**src/rtl/spi_cmd_pkg.sv**
```systemverilog
package spi_cmd_pkg;
    typedef enum logic [1:0] {
        OP_SELECT   = 2'd0,
        OP_DESELECT = 2'd1,
        OP_SEND     = 2'd2,
        OP_FETCH    = 2'd3
    } op_e;
    localparam int BYTE_W = 8;
endpackage

```
**src/rtl/spi_clk_div.sv**
```systemverilog
module spi_clk_div #(
    parameter int DIV_W = 4
) (
    input  logic             clk,
    input  logic             rst_n,
    input  logic             run,
    input  logic [DIV_W-1:0] div,
    output logic             tick
);
    typedef struct packed {
        logic [DIV_W-1:0] cnt;
    } div_st_t;

    div_st_t st_d, st_q;

    always_comb begin
        st_d = st_q;
        tick = run && (st_q.cnt == div);
        if (!run || tick) st_d.cnt = '0;
        else              st_d.cnt = st_q.cnt + 1'b1;
    end

    always_ff @(posedge clk or negedge rst_n) begin
        if (!rst_n) st_q <= '0;
        else        st_q <= st_d;
    end


    cnt_in_range_chk: assert property (@(posedge clk) disable iff (!rst_n)
        (run && $past(run) && $stable(div)) |-> (st_q.cnt <= div));
endmodule

```
**src/rtl/spi_byte_shifter.sv**
```systemverilog
module spi_byte_shifter #(
    parameter int BITS = 8
) (
    input  logic            clk,
    input  logic            rst_n,
    input  logic            start,
    input  logic            fetch,
    input  logic [BITS-1:0] tx_byte,
    input  logic            tick,
    input  logic            miso,
    output logic            busy,
    output logic            sclk,
    output logic            mosi,
    output logic [BITS-1:0] rx_byte,
    output logic            rx_valid
);
    localparam int CNT_W = $clog2(BITS);
    localparam logic [CNT_W-1:0] LAST = CNT_W'(BITS - 1);

    typedef struct packed {
        logic            busy;
        logic            sclk;
        logic            fetch;
        logic [BITS-1:0] tx;
        logic [BITS-1:0] rx;
        logic [CNT_W-1:0] cnt;
        logic [BITS-1:0] rdata;
        logic            rvalid;
    } sh_st_t;

    sh_st_t st_d, st_q;

    always_comb begin
        st_d        = st_q;
        st_d.rvalid = 1'b0;
        if (start && !st_q.busy) begin
            st_d.busy  = 1'b1;
            st_d.sclk  = 1'b0;
            st_d.fetch = fetch;
            st_d.tx    = fetch ? '0 : tx_byte;
            st_d.cnt   = '0;
        end else if (st_q.busy && tick) begin
            if (!st_q.sclk) begin
                st_d.sclk = 1'b1;
                st_d.rx   = {st_q.rx[BITS-2:0], miso};
            end else begin
                st_d.sclk = 1'b0;
                if (st_q.cnt == LAST) begin
                    st_d.busy = 1'b0;
                    st_d.tx   = '0;
                    if (st_q.fetch) begin
                        st_d.rdata  = st_q.rx;
                        st_d.rvalid = 1'b1;
                    end
                end else begin
                    st_d.cnt = st_q.cnt + 1'b1;
                    st_d.tx  = {st_q.tx[BITS-2:0], 1'b0};
                end
            end
        end
    end

    always_ff @(posedge clk or negedge rst_n) begin
        if (!rst_n) st_q <= '0;
        else        st_q <= st_d;
    end

    assign busy     = st_q.busy;
    assign sclk     = st_q.sclk;
    assign mosi     = st_q.tx[BITS-1];
    assign rx_byte  = st_q.rdata;
    assign rx_valid = st_q.rvalid;


    sclk_rests_low_chk: assert property (@(posedge clk) disable iff (!rst_n)
        !st_q.busy |-> !st_q.sclk);

    mosi_steady_high_chk: assert property (@(posedge clk) disable iff (!rst_n)
        (st_q.sclk && $past(st_q.sclk)) |-> $stable(mosi));

    fetch_mosi_low_chk: assert property (@(posedge clk) disable iff (!rst_n)
        (st_q.busy && st_q.fetch) |-> !mosi);

    rvalid_at_end_chk: assert property (@(posedge clk) disable iff (!rst_n)
        st_q.rvalid |-> (!st_q.busy && $past(st_q.busy)));
endmodule

```
**src/rtl/spi_cs_ctrl.sv**
```systemverilog
module spi_cs_ctrl (
    input  logic clk,
    input  logic rst_n,
    input  logic go_low,
    input  logic go_high,
    output logic cs_n
);
    typedef struct packed {
        logic cs_n;
    } cs_st_t;

    cs_st_t st_d, st_q;

    always_comb begin
        st_d = st_q;
        if (go_low)       st_d.cs_n = 1'b0;
        else if (go_high) st_d.cs_n = 1'b1;
    end

    always_ff @(posedge clk or negedge rst_n) begin
        if (!rst_n) st_q <= '{cs_n: 1'b1};
        else        st_q <= st_d;
    end

    assign cs_n = st_q.cs_n;


    cs_only_on_cmd_chk: assert property (@(posedge clk) disable iff (!rst_n)
        !$stable(st_q.cs_n) |-> $past(go_low || go_high));
endmodule

```
**src/rtl/spi_cmd_port.sv**
```systemverilog
module spi_cmd_port
    import spi_cmd_pkg::*;
#(
    parameter int DIV_W = 4
) (
    input  logic             clk,
    input  logic             rst_n,
    input  logic [DIV_W-1:0] clk_div,
    input  logic             cmd_valid,
    input  logic [1:0]       cmd_op,
    input  logic [7:0]       cmd_wdata,
    output logic             cmd_busy,
    output logic [7:0]       rd_data,
    output logic             rd_valid,
    output logic             spi_sclk,
    output logic             spi_mosi,
    input  logic             spi_miso,
    output logic             spi_cs_n
);
    logic xfer_busy, accept, tick, is_xfer;
    op_e  op;

    assign op      = op_e'(cmd_op);
    assign accept  = cmd_valid && !xfer_busy;
    assign is_xfer = (op == OP_SEND) || (op == OP_FETCH);

    spi_cs_ctrl u_cs (
        .clk     (clk),
        .rst_n   (rst_n),
        .go_low  (accept && (op == OP_SELECT)),
        .go_high (accept && (op == OP_DESELECT)),
        .cs_n    (spi_cs_n)
    );

    spi_clk_div #(.DIV_W(DIV_W)) u_div (
        .clk   (clk),
        .rst_n (rst_n),
        .run   (xfer_busy),
        .div   (clk_div),
        .tick  (tick)
    );

    spi_byte_shifter #(.BITS(BYTE_W)) u_shift (
        .clk      (clk),
        .rst_n    (rst_n),
        .start    (accept && is_xfer),
        .fetch    (op == OP_FETCH),
        .tx_byte  (cmd_wdata),
        .tick     (tick),
        .miso     (spi_miso),
        .busy     (xfer_busy),
        .sclk     (spi_sclk),
        .mosi     (spi_mosi),
        .rx_byte  (rd_data),
        .rx_valid (rd_valid)
    );

    assign cmd_busy = xfer_busy;


    cs_frozen_in_xfer_chk: assert property (@(posedge clk) disable iff (!rst_n)
        !$stable(spi_cs_n) |-> !$past(xfer_busy));

    send_keeps_rdata_chk: assert property (@(posedge clk) disable iff (!rst_n)
        (!$stable(rd_data)) |-> rd_valid);
endmodule

```
**config.mk**
```make
export PLATFORM = sky130hd
export DESIGN_NAME = spi_cmd_port
export DESIGN_NICKNAME = d
export VERILOG_FILES = /design/src/rtl/spi_cmd_pkg.sv /design/src/rtl/spi_clk_div.sv /design/src/rtl/spi_byte_shifter.sv /design/src/rtl/spi_cs_ctrl.sv /design/src/rtl/spi_cmd_port.sv
export SDC_FILE = /design/constraint.sdc
export NUM_CORES = 1
export LEC_CHECK = 0
export ABC_AREA = 1
export BUFFER_PORTS_ARGS = -buffer_cell sky130_fd_sc_hd__buf_4
export CORE_ASPECT_RATIO = 0.6
export CORE_MARGIN = 2
export CORE_UTILIZATION = 50
export CTS_BUF_LIST = sky130_fd_sc_hd__clkbuf_4 sky130_fd_sc_hd__clkbuf_8 sky130_fd_sc_hd__clkbuf_16
export DETAILED_ROUTE_END_ITERATION = 12
export PLACE_DENSITY = 0.83
export SLEW_MARGIN = 30
export SYNTH_ARGS = -nofsm -noshare
export SYNTH_HDL_FRONTEND = slang
export SYNTH_SLANG_ARGS = --single-unit
```
**constraint.sdc**
```tcl
create_clock -name clk -period 1.9 [get_ports clk]
set_clock_uncertainty 0.2 [all_clocks]
set_input_delay 0.19 -clock clk [delete_from_list [all_inputs] [get_ports clk]]
set_output_delay 0.19 -clock clk [all_outputs]
set_load 0.02 [all_outputs]
```
# [Yosys cells after proc, flatten, opt, wreduce, memory -nomap -nowiden]
# Index checks and enable logic that the tools add are counted.
[classes] add_sub_neg=2 n_bitwise=2 n_reduce_logical=20 n_mux=20 eq_ne=6
[ops] cell="$mux W8" count=5
[ops] cell="$mux W28" count=1
[ops] cell="$mux W9" count=2
[ops] cell="$mux W12" count=1
[ops] cell="$reduce_and A3 Y1" count=3
[ops] cell="$reduce_bool A2 Y1" count=4
[ops] cell="$logic_and A1 B1 Y1" count=7
[ops] cell="$mux W1" count=6
[ops] cell="$mux W3" count=2
[ops] cell="$reduce_and A5 Y1" count=1
[ops] cell="$add A4 B1 Y4 const B" count=1
[ops] cell="$eq A2 B2 Y1 const B" count=2
[ops] cell="$eq A4 B4 Y1" count=1
[ops] cell="$mux W2" count=2
[ops] cell="$mux W4" count=1
[ops] cell="$add A3 B1 Y3 const B" count=1
[ops] cell="$eq A3 B3 Y1 const B" count=1
[ops] cell="$eq A2 B1 Y1 const B" count=1
[ops] cell="$logic_not A2 Y1" count=1
[ops] cell="$logic_or A1 B1 Y1" count=2
[ops] cell="$ne A2 B1 Y1 const B" count=1
[ops] cell="$not A1 Y1" count=2
[ops] cell="$reduce_and A2 Y1" count=1
[ops] cell="$logic_not A1 Y1" count=1
[word_totals] ff_bits=36 word_cells=60 inputBits=18

# [Longest topological paths before layout]
# Gate-level depths: netlist of the first run.
[logic_depth] word_depth=6 ltp_mapped=9 mapped_depth_nobuf=9

# [Cells and area by module]
# A second synthesis of the first run with hierarchy kept.
[hier_totals] cells_unflattened=236 area_unflattened_um2=1844.3
[by_module_without_submodules] mod="spi_byte_shifter" seq_area_each_um2=775.7 instances=1 area_per_inst_um2=1512.7 cells_each=183
[by_module_without_submodules] mod="spi_clk_div" seq_area_each_um2=100.1 instances=1 area_per_inst_um2=254.0 cells_each=39
[by_module_without_submodules] mod="spi_cmd_port" seq_area_each_um2=0.0 instances=1 area_per_inst_um2=43.8 cells_each=11
[by_module_without_submodules] mod="spi_cs_ctrl" seq_area_each_um2=26.3 instances=1 area_per_inst_um2=33.8 cells_each=3

# [Least setup slack after synthesis of the first run]
# No wires, ideal clock.
[synth_path] path_type="reg2reg" start="register u_shift.st_q (netlist bit u_shift.busy)" end="register u_shift.st_q (netlist bit u_shift.rx_byte[5])" t_required_ps=1627 arrival_ps=1297 setup_time_ps=73 path_slack_ps=330 path_stages_with_launch=8 cell_sequence="dfrtp_1 nor2_2 nand2_4 nand4_4 nor2_4 buf_6 nor2_1 a21oi_2"
[synth_via] elab_chain_cells=6
[synth_rtl] item="from (decl)" line_no="spi_byte_shifter.sv:31" text="sh_st_t st_d, st_q;"
[synth_rtl] item="from (signal assigned)" line_no="spi_byte_shifter.sv:65" text="else st_q <= st_d;"
[synth_rtl] item="$logic_not A1 Y1" line_no="spi_byte_shifter.sv:36, spi_cmd_port.sv:24"
[synth_rtl] item="$logic_and A1 B1 Y1" line_no="spi_cmd_port.sv:24" text="assign accept = cmd_valid && !xfer_busy;"
[synth_rtl] item="$logic_and A1 B1 Y1" line_no="spi_cmd_port.sv:46" text=".start (accept && is_xfer),"
[synth_rtl] item="$logic_and A1 B1 Y1" line_no="spi_byte_shifter.sv:36" text="if (start && !st_q.busy) begin"
[synth_rtl] item="$not A1 Y1 (no source line)"
[synth_rtl] item="$reduce_and A5 Y1 (no source line) (*)"
# Mark *: on every way between the ends. The rest lies on a longest branch, timed or not.
# A chain may end at the register's enable or synchronous reset.

# [Worst setup path after layout of the first run]
[layout_path] start="register u_div.st_q[2] (netlist name)" end="register u_shift.st_q[26] (netlist name)"
[layout_via] elab_chain_cells=5
[layout_rtl] item="from (decl)" line_no="spi_clk_div.sv:14" text="div_st_t st_d, st_q;"
[layout_rtl] item="from (signal assigned)" line_no="spi_clk_div.sv:25" text="else st_q <= st_d;"
[layout_rtl] item="$eq A4 B4 Y1" line_no="spi_clk_div.sv:18" text="tick = run && (st_q.cnt == div);"
[layout_rtl] item="$logic_and A1 B1 Y1" line_no="spi_clk_div.sv:18"
[layout_rtl] item="$logic_and A1 B1 Y1" line_no="spi_byte_shifter.sv:42" text="end else if (st_q.busy && tick) begin"
[layout_rtl] item="$reduce_bool A2 Y1 (no source line)"
[layout_rtl] item="$reduce_and A2 Y1 (no source line)"
# No other way between the ends.

==> results.md, run 1 <==
- Reg power frac: 0.431
- Multi-input logic area: 729 um^2
- GRT overflow: 0
- CTS tree: built
- Vias: 1402
- Drt pass-1 iters: 4
- Largest fanout on the critical path: 8
- Crit end category: register
- Global-route wire length before repair: 5950 um
- RSZ-0062 raised after global routing: no
- Num Clock Sinks: 36
- Seq/Total Area, Yosys: 0.509
- Finished Layout Cells: 291
- Initial DRC Count: 122
- Routed Antenna Nets: 0
- Mean Syn Cell Area: 8.48 um^2
- Total number of yosys warnings: 0
- Final TNS setup: 0 ps
- Pins Over Slew Limit: 0
- Final-stage net count: 266
- Die width: 80.9 um
- Global Route Usage Sum: 0.203
- Ports: 31
- Latest clock arrival within the worst-skew pair: 290 ps
- Critical Path RT: 1880 ps
- Pint: 0.00168 W
- Synth area leader: dfrtp_1
- CP arrival: 1740 ps
- IO buf count: 30
- Slew headroom: 0.713
- Hold depth: 5
- Cell row count: 16
- Final period util: 0.923
- Clk slew on worst S/H paths: 70 ps
- Clock buffer depth: 2
- Hold/Removal Path Class: in2reg
- Routed WL: 3570 um
- Maxcap violations: 0
- Synth Instances: 209
- Worst IR Drop VDD: 0.489 mV
- NetSw: 0.000838 W
- Initial antenna violation count: 0
- HPWL after DPL: 2280 um
- Setup violators final: 0
- Final count of hold timing violations: 0
- Number of synthesized flops with an enable pin: 0
- Core Area: 0.00332 mm^2
- Top-count cell post-synth: nand2_1
- Mapped Area: 0.00177 mm^2
- Synth top area share: 0.494
- Startpoint class of the critical path: register
- WL/cell: 12.3 um
- Synth async-reset ratio: 1.00
- Power density over the cells: 1130 mW/mm^2
- Max H-tree Level: 2
- Vias per Instance: 4.82
- DRC: 0
- Die Area: 0.00405 mm^2
- CTS Buf Count: 5
- Largest net degree at the start of global routing: 37
- Net Count, Synth: 230
- Proportion of power drawn by combinational gates: 0.276
- Fmax: 570 MHz
- Number of library cell types mapped by synthesis: 27
- Placed insts: 273
- FF+latch area: 903 um^2
- Clk network pwr share: 0.293
- Outcome: finished clean
- Leakage: 1.12 nW
- Top_reg_cell synth: dfrtp_1
- Least-Margin Pin Slew: 430 ps
- Synthesized flop and latch total: 36
- Die Y: 50.1 um
- Synth top cells by count: nand2_1, dfrtp_1, nor2_1
- Number of global-route vias before repair: 1278
- Diodes inserted: 0
- RePlAce Congestion: 0.763
- Layout filler cell count: 260
- Starting density of the core: 0.534
- Clk root buf: clkbuf_8
- Ranking of synthesized cells by area: dfrtp_1, nand2_1, nor2_1
- Minimum clock period: 1750 ps
- Crit path kind: reg2reg
- Sw Ratio: 0.333
- Fraction of layout cells with a size suffix above 1: 0.252
- P&R area growth vs syn: 25.4%
- FF-to-FF path depth: 8
layer usage:
| layer | vias up | share of wire | track usage |
|---|---|---|---|
| li1 | 719 | - | - |
| met1 | 649 | 0.49 | 0.280 |
| met2 | 27 | 0.44 | 0.289 |
| met3 | 7 | 0.050 | 0.0549 |
| met4 | 0 | 0.020 | 0.110 |
| met5 | - | 0 | 0 |
per-stage QoR:
stage | total power [W] | cell area [um^2] | util | worst slack [ps] | hold WS [ps]
floorplan | 0.00152 | 1770 | - | 330 | -306
global placement | 0.00166 | 1970 | 0.592 | 119 | -36.2
detailed placement | 0.00169 | 1970 | 0.592 | 93.6 | -37.2
CTS | 0.00244 | 2150 | 0.648 | 46.0 | 3.23
global route | 0.00269 | 2220 | 0.669 | 1.30 | 13.7
finish | 0.00252 | 2220 | 0.669 | 146 | 11.6
sequential cells by signal (all words and copies together) (netlist names):
signal	cells
u_shift.sclk	1
u_shift.rx_byte	8
u_div.st_q	4
u_shift.mosi	1
u_shift.busy	1
u_shift.st_q	19
u_cs.cs_n	1
u_shift.rx_valid	1
worst max-delay path, stage by stage (launching register included):
cell and delay [ps]:
dfrtp_1 420, nand2_1 110, nand2_2 80, nor2_4 180, nand4_1 170, nand2_2 170, inv_1 160, nand2_1 100
nand2_1 50
path summary, 6_finish.rpt:
check                                       from               end  slack (ps)
worst max-delay path               u_div.st_q[2]  u_shift.st_q[26]         150
min in group asynchronous                  rst_n  u_shift.st_q[10]         190
worst min-delay path                cmd_wdata[1]  u_shift.st_q[21]          10
worst max register to register     u_div.st_q[2]  u_shift.st_q[26]         150
max in group asynchronous                  rst_n         u_cs.cs_n         960
worst min register to register  u_shift.st_q[25]  u_shift.st_q[25]         280
cells by family after synthesis:
kind of cell / after synthesis / share of synthesized area
adders and majority gates: 3 / 0.0212
and+or+nand+nor: 111 / 0.286
DFF: 36 / 0.509
buffers and inverters: 32 / 0.0960
muxes: 1 / 0.00635
AOI/OAI and AO/OA: 24 / 0.0720
xor gates and xnor gates: 2 / 0.00988
area by class of cell:
class,count,share of cell area
Clock buffer,7,0.0433
Timing Repair Buffer,39,0.150
Sequential cell,36,0.406
Clock inverter,1,0.0135
Inverter,20,0.0338
Tap cell,45,0.0253
Multi-Input combinational cell,143,0.328
power groups by stage:
stage / clock network (W) / registers [W] / logic (W)
5_1_grt: 0.000793 / 0.00111 / 0.000793
3_3_place_gp: 0 / 0.00108 / 0.000581
4_1_cts: 0.000746 / 0.00108 / 0.000618
6_report: 0.000738 / 0.00108 / 0.000693
3_5_place_dp: 0 / 0.00109 / 0.000599
2_1_floorplan: 0 / 0.00108 / 0.000441
cells in the final DEF, fill, tap and decap left out:
cell / instances
mux2_2: 1
ha_1: 3
xnor2_1: 1
nand2_1: 67
nor2_4: 5
nor3_1: 4
nor2_2: 2
inv_2: 1
or2_2: 1
buf_4: 31
nand3_2: 1
inv_1: 19
nand4_1: 1
nand4_4: 1
nor2_1: 21
dfstp_2: 1
bufinv_16: 1
o21ai_0: 9
nand3_1: 5
dfrtp_1: 34
buf_12: 2
xor2_1: 1
dfrtp_2: 1
nand3_4: 1
clkbuf_8: 7
a21oi_1: 9
dlygate4sd3_1: 6
nand2_2: 3
nand2_4: 1
o21ai_1: 4
a21oi_2: 2
repair_timing:
action	CTS	global route
hold endpoints to repair	40	0
setup buffers	0	2
resized for setup	0	4
hold buffers	6	0
endpoints found under the setup margin	0	24
(Power assumes the default switching activity.)
==> run 2, diff against run 1 <==
- CORE_UTILIZATION: 50 -> 49
- CTS_BUF_LIST: sky130_fd_sc_hd__clkbuf_4 sky130_fd_sc_hd__clkbuf_8 sky130_fd_sc_hd__clkbuf_16 -> not set
- CTS_CLUSTER_SIZE: not set -> 10
- PLACE_DENSITY: 0.83 -> 0.85
- clock period: 1.9 -> 1.5 ns (I/O delays scaled with it)
==> run 2 against run 1 <==
Utilization is 7.1 points higher. Final area up 12%. Total power up 31%. Setup slack worse by 360 ps. The run now ends with negative hold slack, negative setup slack left. Largest power group unchanged. Largest cell class unchanged. Critical path type unchanged. Final cell count up 5.5%.
==> results.md, run 2 (same netlist as run 1, synthesis figures left out) <==
- Outcome: finished, violations left
- Failing checks: negative hold slack, negative setup slack
- Core Area: 0.00336 mm^2
- Placement Cell Area: 0.00210 mm^2
- Vias per Instance: 5.41
- Finished Layout Cells: 307
- Largest fanout on the critical path: 8
- Maxcap violations: 0
- Crit end category: register
- WL/cell: 15.9 um
- Diodes inserted: 0
- Drt pass-1 iters: 4
- Most used cell, CP: nor2_4
- CP peak stage delay: 360 ps
- Placed insts: 288
- Critical path depth in cells: 7
- Fraction of layout cells with a size suffix above 1: 0.412
- Worst IR Drop VDD: 0.685 mV
- Worst r2r src: u_shift.st_q[9]
- Initial antenna violation count: 0
- Leading cell type in the layout, fill and taps excluded: nand2_1
- Least-Margin Pin Slew: 436 ps
- Worst Path Buf+Inv: 1
- Number of global-route vias before repair: 1514
- P&R area growth vs syn: 40.3%
- CP Cell Sequence: ha_1 > ha_4 > nand4_4 > nor2_4 > buf_12 > nor2_4 > a21oi_2
- Final count of hold timing violations: 2
- Final period util: 1.14
- Worst setup path start: u_shift.st_q[9]
- CTS Buf Count: 5
- Crit path capture: u_shift.rx_byte[4]
- Reg power frac: 0.426
- NetSw: 0.00123 W
- Final TNS setup: -4400 ps
- Dominant delay contributor by cell family on the critical path: adder cells
- IO buf count: 30
- Num Clock Sinks: 36
- DRC: 0
- Cell row count: 16
- Slew headroom: 0.709
- Pins Over Slew Limit: 0
- Clock buffer depth: 2
- Crit path kind: reg2reg
- Largest net degree at the start of global routing: 37
- CP arrival: 1730 ps
- Sw Ratio: 0.375
- FF-to-FF path depth: 7
- Die Area: 0.00413 mm^2
- Startpoint class of the critical path: register
- Power density over the cells: 1320 mW/mm^2
- Final-stage net count: 282
- R2R setup slack: -210 ps
- Hold/Removal Path Class: in2reg
- Vias: 1661
- Latest clock arrival within the worst-skew pair: 300 ps
- Leakage: 1.22 nW
- Max H-tree Level: 2
- Critical Path RT: 1520 ps
- Global Route Usage Sum: 0.234
- Biggest register: u_shift.st_q
- Routed Antenna Nets: 0
- Clk network pwr share: 0.221
- Die Y: 50.6 um
- Starting density of the core: 0.527
- GRT overflow: 0
- Routed WL: 4890 um
- Commonest cells after routing, fill and taps aside: nand2_1, buf_4, dfrtp_1
- End of the worst register-to-register path: u_shift.rx_byte[4]
- RSZ-0062 raised after global routing: yes
- Final instance area: 0.00249 mm^2
- Ports: 31
- Clk slew on worst S/H paths: 70 ps
- Final setup margin: -210 ps
- Initial DRC Count: 164
- Die width: 81.7 um
- Minimum clock period: 1710 ps
- Min Hold Slack: -17.1 ps
- Global-route wire length before repair: 7040 um
- Minimum setup slack after placement: -121 ps
- CTS tree: built
- Layout filler cell count: 197
- Fmax: 585 MHz
- Max reg flops: 19
- Worst path slowest cell: dfrtp_1
- Setup violators final: 30
- Pint: 0.00205 W
- Proportion of power drawn by combinational gates: 0.353
- Clk root buf: clkbuf_8
- RePlAce Congestion: 0.875
- HPWL after DPL: 2520 um
[run 2: power by group through the flow]
| stage | Sequential (W) | Clock, W | Combinational, W |
|---|---|---|---|
| 6_report | 0.00140 | 0.000726 | 0.00116 |
| 5_1_grt | 0.00141 | 0.000762 | 0.00126 |
| 4_1_cts | 0.00135 | 0.000706 | 0.000995 |
| 3_5_place_dp | 0.00136 | 0 | 0.000927 |
| 3_3_place_gp | 0.00136 | 0 | 0.000887 |
| 2_1_floorplan | 0.00137 | 0 | 0.000571 |
[run 2: tightest hold or removal path, cell delays in order]
cell and delay (ps):
buf_4 70, nand2_1 40, o21ai_1 60, nand2_1 50, nand2_1 60
[run 2: timing repair]
item                                    in CTS  in global routing
endpoints found under the setup margin      28                 30
setup buffers                                1                  0
gates resized for setup                     22                 34
endpoints found under the hold margin       44                  0
gates cloned                                 0                  0
hold buffers                                10                  0
pin swaps                                    4                  9
[run 2: how the worst min path moves through the flow]
stage / startpoint / end / slack, ps / cells after the start
floorplan: rst_n / u_div.st_q[0] / -350 / 0
global placement: rst_n / u_shift.rx_byte[7] / -70 / 1
detailed placement: rst_n / u_shift.rx_byte[7] / -80 / 1
CTS: cmd_wdata[6] / u_shift.st_q[26] / 3 / 5
global route: cmd_wdata[1] / u_shift.st_q[21] / 30 / 5
finish: cmd_wdata[1] / u_shift.st_q[21] / -20 / 5
[run 2: routing by layer]
layer,GRT usage,routed length [um]
met1,0.321,2080
met2,0.354,2290
met3,0.0647,367
met4,0.0917,150
met5,0,0
[run 2: final cells by class]
class                           count  area (um^2)  share of cell area
Clock buffer                        6         82.6              0.0332
Timing Repair Buffer               57          493               0.198
Clock inverter                      2         10.0             0.00402
Inverter                           20         75.1              0.0302
Sequential cell                    36          903               0.363
Multi-Input combinational cell    141          867               0.349
Tap cell                           45         56.3              0.0226
[run 2: metrics by stage]
step / power (W) / util
floorplan: 0.00194 / -
global placement: 0.00224 / 0.625
detailed placement: 0.00229 / 0.625
CTS: 0.00305 / 0.708
global route: 0.00343 / 0.740
finish: 0.00328 / 0.740
==> run 3, diff against run 2 <==
- clock period: 1.5 -> 1.4 ns (I/O delays scaled with it)
==> run 3 against run 2 <==
The flow finishes with violations (negative setup slack). Final area grew 3.8%. Final cell count grew 3.6%. Global-route usage grew 2.6 points. Die area is the same. Setup slack lost 230 ps. Flip-flop and latch count is the same. Sequential share of layout area shrank 1.3 points. First-iteration DRC count grew 46%. Via count grew 4.3%. Total power grew 19%. Worst hold slack gained 68 ps.
==> results.md, run 3 (same netlist as run 1, synthesis figures left out) <==
- Outcome: finished, violations left
- Failing checks: negative setup slack
- CP arrival: 1870 ps
- CTS tree: built
- Fraction of layout cells with a size suffix above 1: 0.407
- RePlAce Congestion: 0.833
- Final setup margin: -440 ps
- Initial antenna violation count: 0
- Drt pass-1 iters: 5
- Minimum setup slack after placement: -199 ps
- Minimum clock period: 1840 ps
- Dominant delay contributor by cell family on the critical path: simple AND/OR/NAND/NOR gates
- Starting density of the core: 0.527
- Final TNS setup: -10540 ps
- Clk slew on worst S/H paths: 80 ps
- Clock buffer depth: 2
- Latest clock arrival within the worst-skew pair: 310 ps
- Vias: 1733
- CTS Buf Count: 5
- Power, Total: 0.00392 W
- Leading cell type in the layout, fill and taps excluded: nand2_1
- Maxcap violations: 0
- Crit end category: register
- Num Clock Sinks: 36
- Layout filler cell count: 207
- IO buf count: 30
- Slew headroom: 0.699
- WL/cell: 17.4 um
- Critical Path RT: 1430 ps
- DRC: 0
- Commonest cells after routing, fill and taps aside: nand2_1, buf_4, dfrtp_1
- Crit path kind: reg2reg
- Min Hold Slack: 50.5 ps
- P&R area growth vs syn: 45.6%
- Leakage: 1.27 nW
- Number of global-route vias before repair: 1627
- RSZ-0062 raised after global routing: yes
- Ports: 31
- Most used cell, CP: nor2_4
- HPWL after DPL: 2720 um
- Routed WL: 5540 um
- Least-Margin Pin Slew: 451 ps
- Cell row count: 16
- Core Area: 0.00336 mm^2
- Worst Path Buf+Inv: 2
- Setup violators final: 34
- Largest fanout on the critical path: 8
- Die width: 81.7 um
- Global Route Usage Sum: 0.260
- CP peak stage delay: 400 ps
- Die Area: 0.00413 mm^2
- GRT overflow: 0
- Largest net degree at the start of global routing: 37
- Vias per Instance: 5.45
- Placement Cell Area: 0.00215 mm^2
- Power density over the cells: 1520 mW/mm^2
- Diodes inserted: 0
- Max reg flops: 19
- Clk root buf: clkbuf_8
- Startpoint class of the critical path: register
- Final instance area: 0.00258 mm^2
- Final period util: 1.31
- Routed Antenna Nets: 0
- Worst path slowest cell: dfrtp_1
- Biggest register: u_shift.st_q
- Max H-tree Level: 2
- Final-stage net count: 293
- Fmax: 543 MHz
- CP Cell Sequence: inv_1 > nand2_1 > nand2_2 > nor2_4 > nand3_4 > nor2_4 > buf_12 > nor2_1 > a21oi_2
- Die Y: 50.6 um
- Worst IR Drop VDD: 0.756 mV
- Global-route wire length before repair: 7780 um
- Pins Over Slew Limit: 0
- Final count of hold timing violations: 0
- Hold/Removal Path Class: in2reg
- Initial DRC Count: 240
-- run 3: layer usage --
| metal | routed length [um] | up-vias | GRT usage |
|---|---|---|---|
| met2 | 2640 | 114 | 0.414 |
| met1 | 2240 | 817 | 0.313 |
| met5 | 0 | - | 0 |
| met4 | 261 | 0 | 0.164 |
| li1 | - | 770 | - |
| met3 | 400 | 32 | 0.0701 |
-- run 3: final timing paths --
path,start,endpoint,cells past startpoint,slack [ps]
max in group asynchronous,rst_n,u_cs.cs_n,2,520
min reg2reg,u_shift.st_q[20],u_shift.st_q[20],2,290
max reg2reg,u_div.st_q[3],u_shift.st_q[15],9,-440
min,cmd_op[1],u_cs.cs_n,3,50
max,u_div.st_q[3],u_shift.st_q[15],9,-440
min in group asynchronous,rst_n,u_shift.st_q[19],2,130
-- run 3: timing repair --
| item | CTS | global route |
|---|---|---|
| endpoints found under the hold margin | 47 | 0 |
| gates cloned | 0 | 1 |
| gates resized for setup | 20 | 15 |
| setup buffers | 3 | 2 |
| pin swaps | 7 | 10 |
| hold buffers | 13 | 0 |
| setup endpoints to repair | 31 | 37 |
-- run 3: cell type report --
type	instances	area, um^2	share of cell area
Sequential cell	36	903	0.350
Multi-Input combinational cell	141	828	0.321
Timing Repair Buffer	68	604	0.234
Inverter	20	77.6	0.0301
Clock buffer	5	68.8	0.0267
Tap cell	45	56.3	0.0218
Clock inverter	3	42.5	0.0165
-- run 3: stage by stage --
step	utilization	instances
after detailed placement	0.640	291
after floorplan	-	209
after CTS	0.738	315
final	0.767	318
after global placement	0.640	291
after global routing	0.767	318
-- run 3: power by group --
part / switching, W / total, W / internal [W]
combinational: 0.000854 / 0.00150 / 0.000649
clock: 0.000408 / 0.000935 / 0.000527
sequential: 0.000206 / 0.00148 / 0.00128
-- run 3: worst min-delay path: cells and delay by family --
family	cells	cell delay (ps)
multiplexers	1	210
buffers and inverters	1	120
AND/OR/NAND/NOR	1	50
